===== src/rtl/pwm_res_pkg.sv =====
package pwm_res_pkg;
    localparam int DUTY_W = 8;

    typedef enum logic [1:0] {
        RES_FULL  = 2'b00,
        RES_MINUS1 = 2'b01,
        RES_MINUS2 = 2'b10,
        RES_ALT   = 2'b11
    } res_e;

    typedef struct packed {
        logic [DUTY_W:0] act;
        logic            pwm;
    } chan_state_t;
endpackage


===== src/rtl/pwm_slice_sel.sv =====
module pwm_slice_sel #(
    parameter int DW = 8
) (
    input  logic [DW-1:0] cnt,
    input  logic [1:0]    res_sel,
    output logic [DW-1:0] mask,
    output logic [DW-1:0] slice,
    output logic          at_top
);
    localparam int WBW = $clog2(DW + 1);

    logic [WBW-1:0] wbits;

    always_comb begin
        case (res_sel)
            2'b01:   wbits = WBW'(DW - 1);
            2'b10:   wbits = WBW'(DW - 2);
            default: wbits = WBW'(DW);
        endcase
    end

    for (genvar i = 0; i < DW; i++) begin : g_mask
        assign mask[i] = (WBW'(i) < wbits);
    end

    assign slice  = cnt & mask;
    assign at_top = (slice == mask);
endmodule


===== src/rtl/pwm_cmp.sv =====
module pwm_cmp #(
    parameter int DW = 8
) (
    input  logic [DW-1:0] slice,
    input  logic [DW-1:0] mask,
    input  logic [DW:0]   act,
    output logic          ge
);
    logic [DW:0] lhs;
    logic [DW:0] rhs;

    assign lhs = {1'b0, slice};
    assign rhs = {act[DW], act[DW-1:0] & mask};
    assign ge  = (lhs >= rhs);
endmodule


===== src/rtl/pwm_res_channel.sv =====
module pwm_res_channel
    import pwm_res_pkg::*;
#(
    parameter int DW = DUTY_W
) (
    input  logic          clk,
    input  logic          rst_n,
    input  logic [DW-1:0] cnt_lo,
    input  logic          cnt_adv,
    input  logic [1:0]    res_sel,
    input  logic          cmp_en,
    input  logic          pwm_en,
    input  logic          duty_ext,
    input  logic [DW-1:0] duty_byte,
    output logic          pwm_out
);
    chan_state_t st_d, st_q;

    logic [DW-1:0] mask, slice;
    logic          at_top, ge, run, wrap;

    pwm_slice_sel #(.DW(DW)) u_sel (
        .cnt     (cnt_lo),
        .res_sel (res_sel),
        .mask    (mask),
        .slice   (slice),
        .at_top  (at_top)
    );

    pwm_cmp #(.DW(DW)) u_cmp (
        .slice (slice),
        .mask  (mask),
        .act   (st_q.act),
        .ge    (ge)
    );

    assign run  = cmp_en & pwm_en;
    assign wrap = cnt_adv & at_top;

    always_comb begin
        st_d = st_q;
        // Output follows the comparison while running, rests high otherwise.
        st_d.pwm = run ? ge : 1'b1;
        // Shadow-to-active transfer only as the slice rolls over.
        if (wrap) st_d.act = {duty_ext, duty_byte};
    end

    always_ff @(posedge clk or negedge rst_n) begin
        if (!rst_n) begin
            st_q.act <= '0;
            st_q.pwm <= 1'b1;
        end else begin
            st_q <= st_d;
        end
    end

    assign pwm_out = st_q.pwm;

    assert_hold_off_wrap_R3: assert property (@(posedge clk) disable iff (!rst_n)
        !wrap |=> $stable(st_q.act));

    assert_idle_high_R6: assert property (@(posedge clk) disable iff (!rst_n)
        !run |=> pwm_out);

    assert_const_low_R5: assert property (@(posedge clk) disable iff (!rst_n)
        (run && st_q.act == {1'b1, {DW{1'b1}}}) |=> !pwm_out);

    assert_const_high_R4: assert property (@(posedge clk) disable iff (!rst_n)
        (run && !st_q.act[DW] && ((st_q.act[DW-1:0] & mask) == '0)) |=> pwm_out);

    assert_reload_value_R7: assert property (@(posedge clk) disable iff (!rst_n)
        wrap |=> (st_q.act == $past({duty_ext, duty_byte})));
endmodule


===== config.mk =====
export PLATFORM = sky130hd
export DESIGN_NAME = pwm_res_channel
export DESIGN_NICKNAME = d
export VERILOG_FILES = /design/src/rtl/pwm_res_pkg.sv /design/src/rtl/pwm_slice_sel.sv /design/src/rtl/pwm_cmp.sv /design/src/rtl/pwm_res_channel.sv
export SDC_FILE = /design/constraint.sdc
export NUM_CORES = 1
export LEC_CHECK = 0
export BUFFER_PORTS_ARGS = -buffer_cell sky130_fd_sc_hd__buf_2
export CAP_MARGIN = 20
export CORE_UTILIZATION = 46
export CTS_CLUSTER_SIZE = 16
export DETAILED_ROUTE_END_ITERATION = 7
export GPL_TIMING_DRIVEN = 0
export PLACE_DENSITY_LB_ADDON = 0.2
export SLEW_MARGIN = 0
export SYNTH_ARGS = -nofsm -noshare
export SYNTH_HDL_FRONTEND = slang
export SYNTH_SLANG_ARGS = --single-unit

===== constraint.sdc =====
create_clock -name clk -period 1.85 [get_ports clk]
set_clock_uncertainty 0.15 [all_clocks]
set_input_delay 0.185 -clock clk [delete_from_list [all_inputs] [get_ports clk]]
set_output_delay 0.185 -clock clk [all_outputs]
set_load 0.05 [all_outputs]

==> results.yml, run 1 <==
drt:
  post_drt_wl_per_cell_um: 11.57
  drtPass1Iterations: 4
  drc: 0
  routed_wl_mm: 1.169
  vias: 508
  drt_iter0_drc: 5
  ant_nets: 0
  viasPerCell: 5.030
layout:
  area_delta_synth_final_pct: 30.53
  final_cell_mix: "buf_2 (24), mux2_2 (9), ha_1 (9), dfrtp_1 (9), inv_1 (8)"
  drive_gt1_share_pct: 44.19
  fin_nets: 120
  instances_no_fill: 101
  n_fill_cell: 118
  postLayoutCoreUtil_pct: 64.13
  layout_commonest_cell: "buf_2"
  diodes: 0
timing:
  final_max_slew_viol_count: 0
  fmaxAchievable_mhz: 589.2
  finalHoldViolCount: 0
  finalSetupViolations: 0
  slew_headroom_pct: 55.82
  worst_pin_slew_ns: 0.6626
  fin_crit_sh_pct: 91.74
  rsz0062_at_grt: "false"
  period_needed_ns: 1.697
cts:
  clock-root-buffer: "clkbuf_4"
  path_clk_slew_ns: 0.06
  insertion_delay_ns: 0.26
  cts.sink_count: 10
  cts_tree: "built"
  post_cts_buffers: 0
  cts_buffer_depth: 2
  numCtsBuffers: 3
  cts_htree_levels: 1
worst_setup_path:
  required_ns: 1.83
  worstSetupEndpointType: "flip-flop"
  path_max_fanout: 9
  critical_path_class: "input pin to flip-flop"
  crit_end: "st_q[2]$_DFFE_PN0P_"
  reg2regPathDepth: 5
  startpoint: "res_sel[0]"
  rrSetupSlack_ns: 0.42
  reg2reg_from: "st_q[8]$_DFFE_PN0P_"
  worst_ep_arrival_time_ns: 1.68
  r2r-end: "pwm_out$_DFF_PN1_"
  start_kind: "input pin"
global_routing:
  busiest_layer: "met2"
  antenna_found_initial: 0
  use_met3_pct: 1.705
  use_met1_pct: 20.51
  grt_max_degree: 11
  track_usage_pct: 17.94
  grt_pass1_vias: 486
  met2_usage_pct: 34.58
  overflow: 0
  grt_pass1_wl_mm: 1.835
logic_synthesis:
  synth_cell_types: 20
  synth-xor-area-share_pct: 0
  yosysTopAreaCell: "dfrtp_1"
  synth-simple-area-share_pct: 10.37
  synthAdderAreaFrac_pct: 17.61
  yosysWarningCount: 0
  synthMuxAreaShare_pct: 15.85
  ys_seq_area_share_pct: 39.33
  syn-instance-count: 55
  synth_top_family_by_area: "adder cells"
  syn_area_um2: 639.4
  avgSynthCellArea_um2: 11.62
  synthTopCellsByArea: "dfrtp_1 (35%), ha_1 (18%), mux2_2 (16%)"
  synth-seq-cells: 10
  synth_top_area_share_pct: 35.23
  synth_compound_area_share_pct: 12.13
  synth_nets: 88
floorplan:
  start_util_pct: 49.13
  fp.coreArea_um2: 1301
  io_pins: 25
  dieWidth_um: 39.28
  fp.dieArea_um2: 1543
  num_rows: 13
  chipHeight_um: 39.28
pwr:
  switching_share_pct: 25.55
  clkPwrFrac_pct: 28.4
  p_leak_uw: 0.0004257
  p_seq_share_pct: 47.7
  intPower_uw: 386.9
  combPwrFrac_pct: 23.9
  total_power_uw: 519.6
  power-per-cell-area_nw_per_um2: 622.7
  ir_worst_vdd_v: 0.0003666
  p_sw_uw: 132.8
placed_design:
  gp_congestion: 0.6559
  io_buffers: 24
  dp.cells: 94
min_path:
  hp-class: "input pin to flip-flop"
outcome:
  outcome: "complete, no violations"
flow_run:
  maxCapViolCount: 0
## critical path: stages
cell and delay [ns]:
buf_2 0.07, inv_1 0.03, ha_1 0.34, a2111oi_4 0.64, mux2_2 0.41
## state kept, by name, indices dropped and copies added, names as in the netlist
name and count:
pwm_out 1, st_q 9
## timing repair
item,CTS,global route
hold endpoints to repair,12,0
resized for setup,0,0
hold buffers,3,0
## per-stage QoR
step	hold WS, ns	setup TNS (ns)	worst slack [ns]	instance area [um2]
final	0.01251	0	0.1528	834.6
after global routing	0.006260	0	0.05795	834.6
after CTS	0.001863	0	0.1321	834.6
after detailed placement	-0.09973	-1.162	-0.1422	778.2
after global placement	-0.09952	-1.069	-0.1210	778.2
after floorplan	-0.2606	0	0.1133	639.4
## kinds of logic after synthesis
group                      after synthesis
muxes                                    9
AOI/OAI and AO/OA                        7
and+or+nand+nor                         12
DFF                                     10
adders and majority gates                9
buffers and inverters                    8
## layer usage
metal,vias to the layer above,routed length [um]
li1,260,-
met1,234,532
met2,14,578
met3,0,58
met4,0,0
met5,-,0
## final cells by class
| type | count | area, um2 | share of cell area, % |
|---|---|---|---|
| multi-input combinational | 37 | 357.8 | 42.88 |
| timing repair buffer | 27 | 150.1 | 17.99 |
| sequential | 10 | 251.5 | 30.13 |
| inverter | 8 | 30.03 | 3.598 |
| tap | 15 | 18.77 | 2.249 |
| clock buffer | 4 | 26.28 | 3.148 |
## cells in the mapped netlist
| cell | instances |
|---|---|
| o311a_1 | 1 |
| and2_1 | 1 |
| ha_1 | 9 |
| o211ai_1 | 1 |
| a211o_1 | 1 |
| mux2_2 | 9 |
| nand4_1 | 1 |
| a21o_1 | 1 |
| nor2_1 | 2 |
| dfstp_2 | 1 |
| and4b_1 | 1 |
| dfrtp_1 | 9 |
| a211oi_1 | 1 |
| a2111oi_4 | 1 |
| nor2b_1 | 1 |
| nand3_1 | 2 |
| inv_1 | 8 |
| a41oi_1 | 1 |
| nand2b_1 | 2 |
| nand2_1 | 2 |
## power by group through the flow
| stage | Clock [uW] | Sequential (uW) | Combinational [uW] |
|---|---|---|---|
| after CTS | 157 | 248 | 125 |
| after global placement | 0 | 250 | 112 |
| after detailed placement | 0 | 252 | 119 |
| final | 148 | 248 | 124 |
| after floorplan | 0 | 253 | 68.9 |
| after global routing | 164 | 250 | 141 |
## how the worst min path moves through the flow
stage                            start                  end  slack [ns]  cells past startpoint
after CTS                 duty_byte[7]  st_q[8]$_DFFE_PN0P_       0.002                      2
after global placement           rst_n  st_q[4]$_DFFE_PN0P_        -0.1                      1
after detailed placement         rst_n  st_q[4]$_DFFE_PN0P_        -0.1                      1
final                     duty_byte[4]  st_q[5]$_DFFE_PN0P_        0.01                      2
after floorplan                  rst_n  st_q[1]$_DFFE_PN0P_       -0.26                      0
after global routing      duty_byte[3]  st_q[4]$_DFFE_PN0P_       0.006                      2
(Power assumes the default switching activity.)
==> run 2: changes to the inputs <==
- GPL_TIMING_DRIVEN: 0 -> not set
- REMOVE_ABC_BUFFERS: not set -> 1
==> run 2 against run 1 <==
  * Sequential power hardly changed
  * Combinational power is 3% higher
  * Global-route usage increased by 0.56 points
  * Non-clock buffer count rose by 5
  * Die area unchanged
  * Hold slack got worse by 0.0040 ns
  * Clock power increased by 31%
  * Design area increased by 6.9%
  * First-iteration DRC count is 20% higher
  * Utilization increased by 4.4 points
  * Critical endpoint is now st_q[9]$_DFFE_PN0P_
==> results.yml, run 2 (synthesis gave the netlist of run 1 again) <==
outcome:
  outcome: "complete, no violations"
drt:
  routed_wl_mm: 1.210
  drt_iter0_drc: 6
  ant_nets: 0
  drtPass1Iterations: 4
  vias: 528
  post_drt_wl_per_cell_um: 11.42
  viasPerCell: 4.981
  drc: 0
global_routing:
  grt_max_degree: 11
  grt_pass1_wl_mm: 1.856
  antenna_found_initial: 0
  grt_pass1_vias: 471
  overflow: 0
  track_usage_pct: 18.50
pwr:
  ir_worst_vdd_v: 0.0004468
  p_leak_uw: 0.0004539
  total_power_uw: 570.0
  power-per-cell-area_nw_per_um2: 639.0
timing:
  finalSetupViolations: 0
  period_needed_ns: 1.510
  slew_headroom_pct: 83.93
  worst_pin_slew_ns: 0.2411
  fin_crit_sh_pct: 81.60
  finalHoldViolCount: 0
  final_max_slew_viol_count: 0
  rsz0062_at_grt: "false"
  finalSetupTns_ns: 0
  fmaxAchievable_mhz: 662.4
worst_setup_path:
  critical_path_class: "input pin to flip-flop"
  start_kind: "input pin"
  path_max_fanout: 9
  path_buf_inv: 3
  worstSetupEndpointType: "flip-flop"
  required_ns: 1.85
  crit_chain: "buf_2 -> inv_1 -> ha_1 -> a2111oi_4 -> buf_4 -> mux2_2"
  cp_slowest_cell: "ha_1"
  cp_slowest_stage_delay_ns: 0.34
  cp_top_family: "buffers and inverters"
  worst_ep_arrival_time_ns: 1.50
cts:
  cts_htree_levels: 1
  post_cts_buffers: 0
  cts.sink_count: 10
  numCtsBuffers: 3
  cts_buffer_depth: 2
  cts_tree: "built"
  clock-root-buffer: "clkbuf_4"
  post_cts_resized: 0
  path_clk_slew_ns: 0.06
  insertion_delay_ns: 0.26
placed_design:
  hpwl_um: 983
  gp_congestion: 0.6612
  io_buffers: 24
floorplan:
  fp.dieArea_um2: 1543
  dieWidth_um: 39.28
  fp.coreArea_um2: 1301
  chipHeight_um: 39.28
  start_util_pct: 49.13
  io_pins: 25
  num_rows: 13
flow_run:
  maxCapViolCount: 0
layout:
  postLayoutCoreUtil_pct: 68.56
  layout_commonest_cell: "buf_2"
  fin_nets: 125
  top_register: "st_q"
  area_delta_synth_final_pct: 39.53
  final_cell_mix: "buf_2 (24), mux2_2 (9), ha_1 (9), dfrtp_1 (9), inv_1 (8)"
  diodes: 0
  largest_reg_flops: 9
  drive_gt1_share_pct: 43.96
min_path:
  hp-class: "input pin to flip-flop"
run 2: changes by cell type in the layout (fill, tap and decap cells not counted), sizes merged:
cell         delta
buf             +1
dlygate4sd3     +4
run 2: path summary, 6_finish.rpt:
check | start | to | slack [ns] | cells after the start
max in group asynchronous | rst_n | pwm_out$_DFF_PN1_ | 1.13 | 2
hold reg to reg | st_q[4]$_DFFE_PN0P_ | st_q[4]$_DFFE_PN0P_ | 0.36 | 1
hold / removal | duty_byte[4] | st_q[5]$_DFFE_PN0P_ | 0.009 | 2
setup reg to reg | st_q[7]$_DFFE_PN0P_ | pwm_out$_DFF_PN1_ | 0.43 | 5
min in group asynchronous | rst_n | st_q[4]$_DFFE_PN0P_ | 0.16 | 2
setup / recovery | res_sel[0] | st_q[9]$_DFFE_PN0P_ | 0.34 | 6
run 2: final cells by class:
class                      count  area [um2]
inverter                       8       30.03
tap                           15       18.77
fill                         112       409.1
multi-input combinational     37       357.8
timing repair buffer          32       197.7
sequential                    10       251.5
clock buffer                   4       36.28
run 2: where the power goes:
part,total (uW),internal [uW],leakage [uW],switching [uW]
sequential,248,238,0.000133,10.0
clock,194,119,0.0000210,75.1
combinational,128,71.5,0.000300,56.5
run 2: stage by stage:
stage | hold WS [ns] | cells | area (um2) | worst slack (ns)
2_1_floorplan | -0.2606 | 55 | 639.4 | 0.1133
3_3_place_gp | -0.09604 | 95 | 785.8 | 0.08887
3_5_place_dp | -0.09700 | 95 | 785.8 | 0.05437
4_1_cts | 0.002208 | 106 | 892.1 | 0.3297
5_1_grt | 0.0004618 | 106 | 892.1 | 0.2809
6_report | 0.008548 | 106 | 892.1 | 0.3404
run 2: worst register-to-register path: cells and delay by family, from the launching register on:
family | cells | cell delay (ns)
adder cells (fa/ha/maj) | 1 | 0.29
AND/OR/NAND/NOR | 1 | 0.07
flip-flops | 1 | 0.35
AO/OA/AOI/OAI | 3 | 0.49
run 2: per-layer routing:
| metal | vias to the layer above | GRT usage, % | wire length, um |
|---|---|---|---|
| met5 | - | 0 | 0 |
| met4 | 0 | 12.93 | 12 |
| met3 | 2 | 1.705 | 69 |
| met2 | 18 | 29.58 | 559 |
| met1 | 238 | 23.27 | 569 |
| li1 | 270 | - | - |
run 2: what timing repair did:
action / 4_1_cts / 5_1_grt
hold endpoints to repair: 16 / 0
endpoints found under the setup margin: 0 / 0
hold buffers: 7 / 0
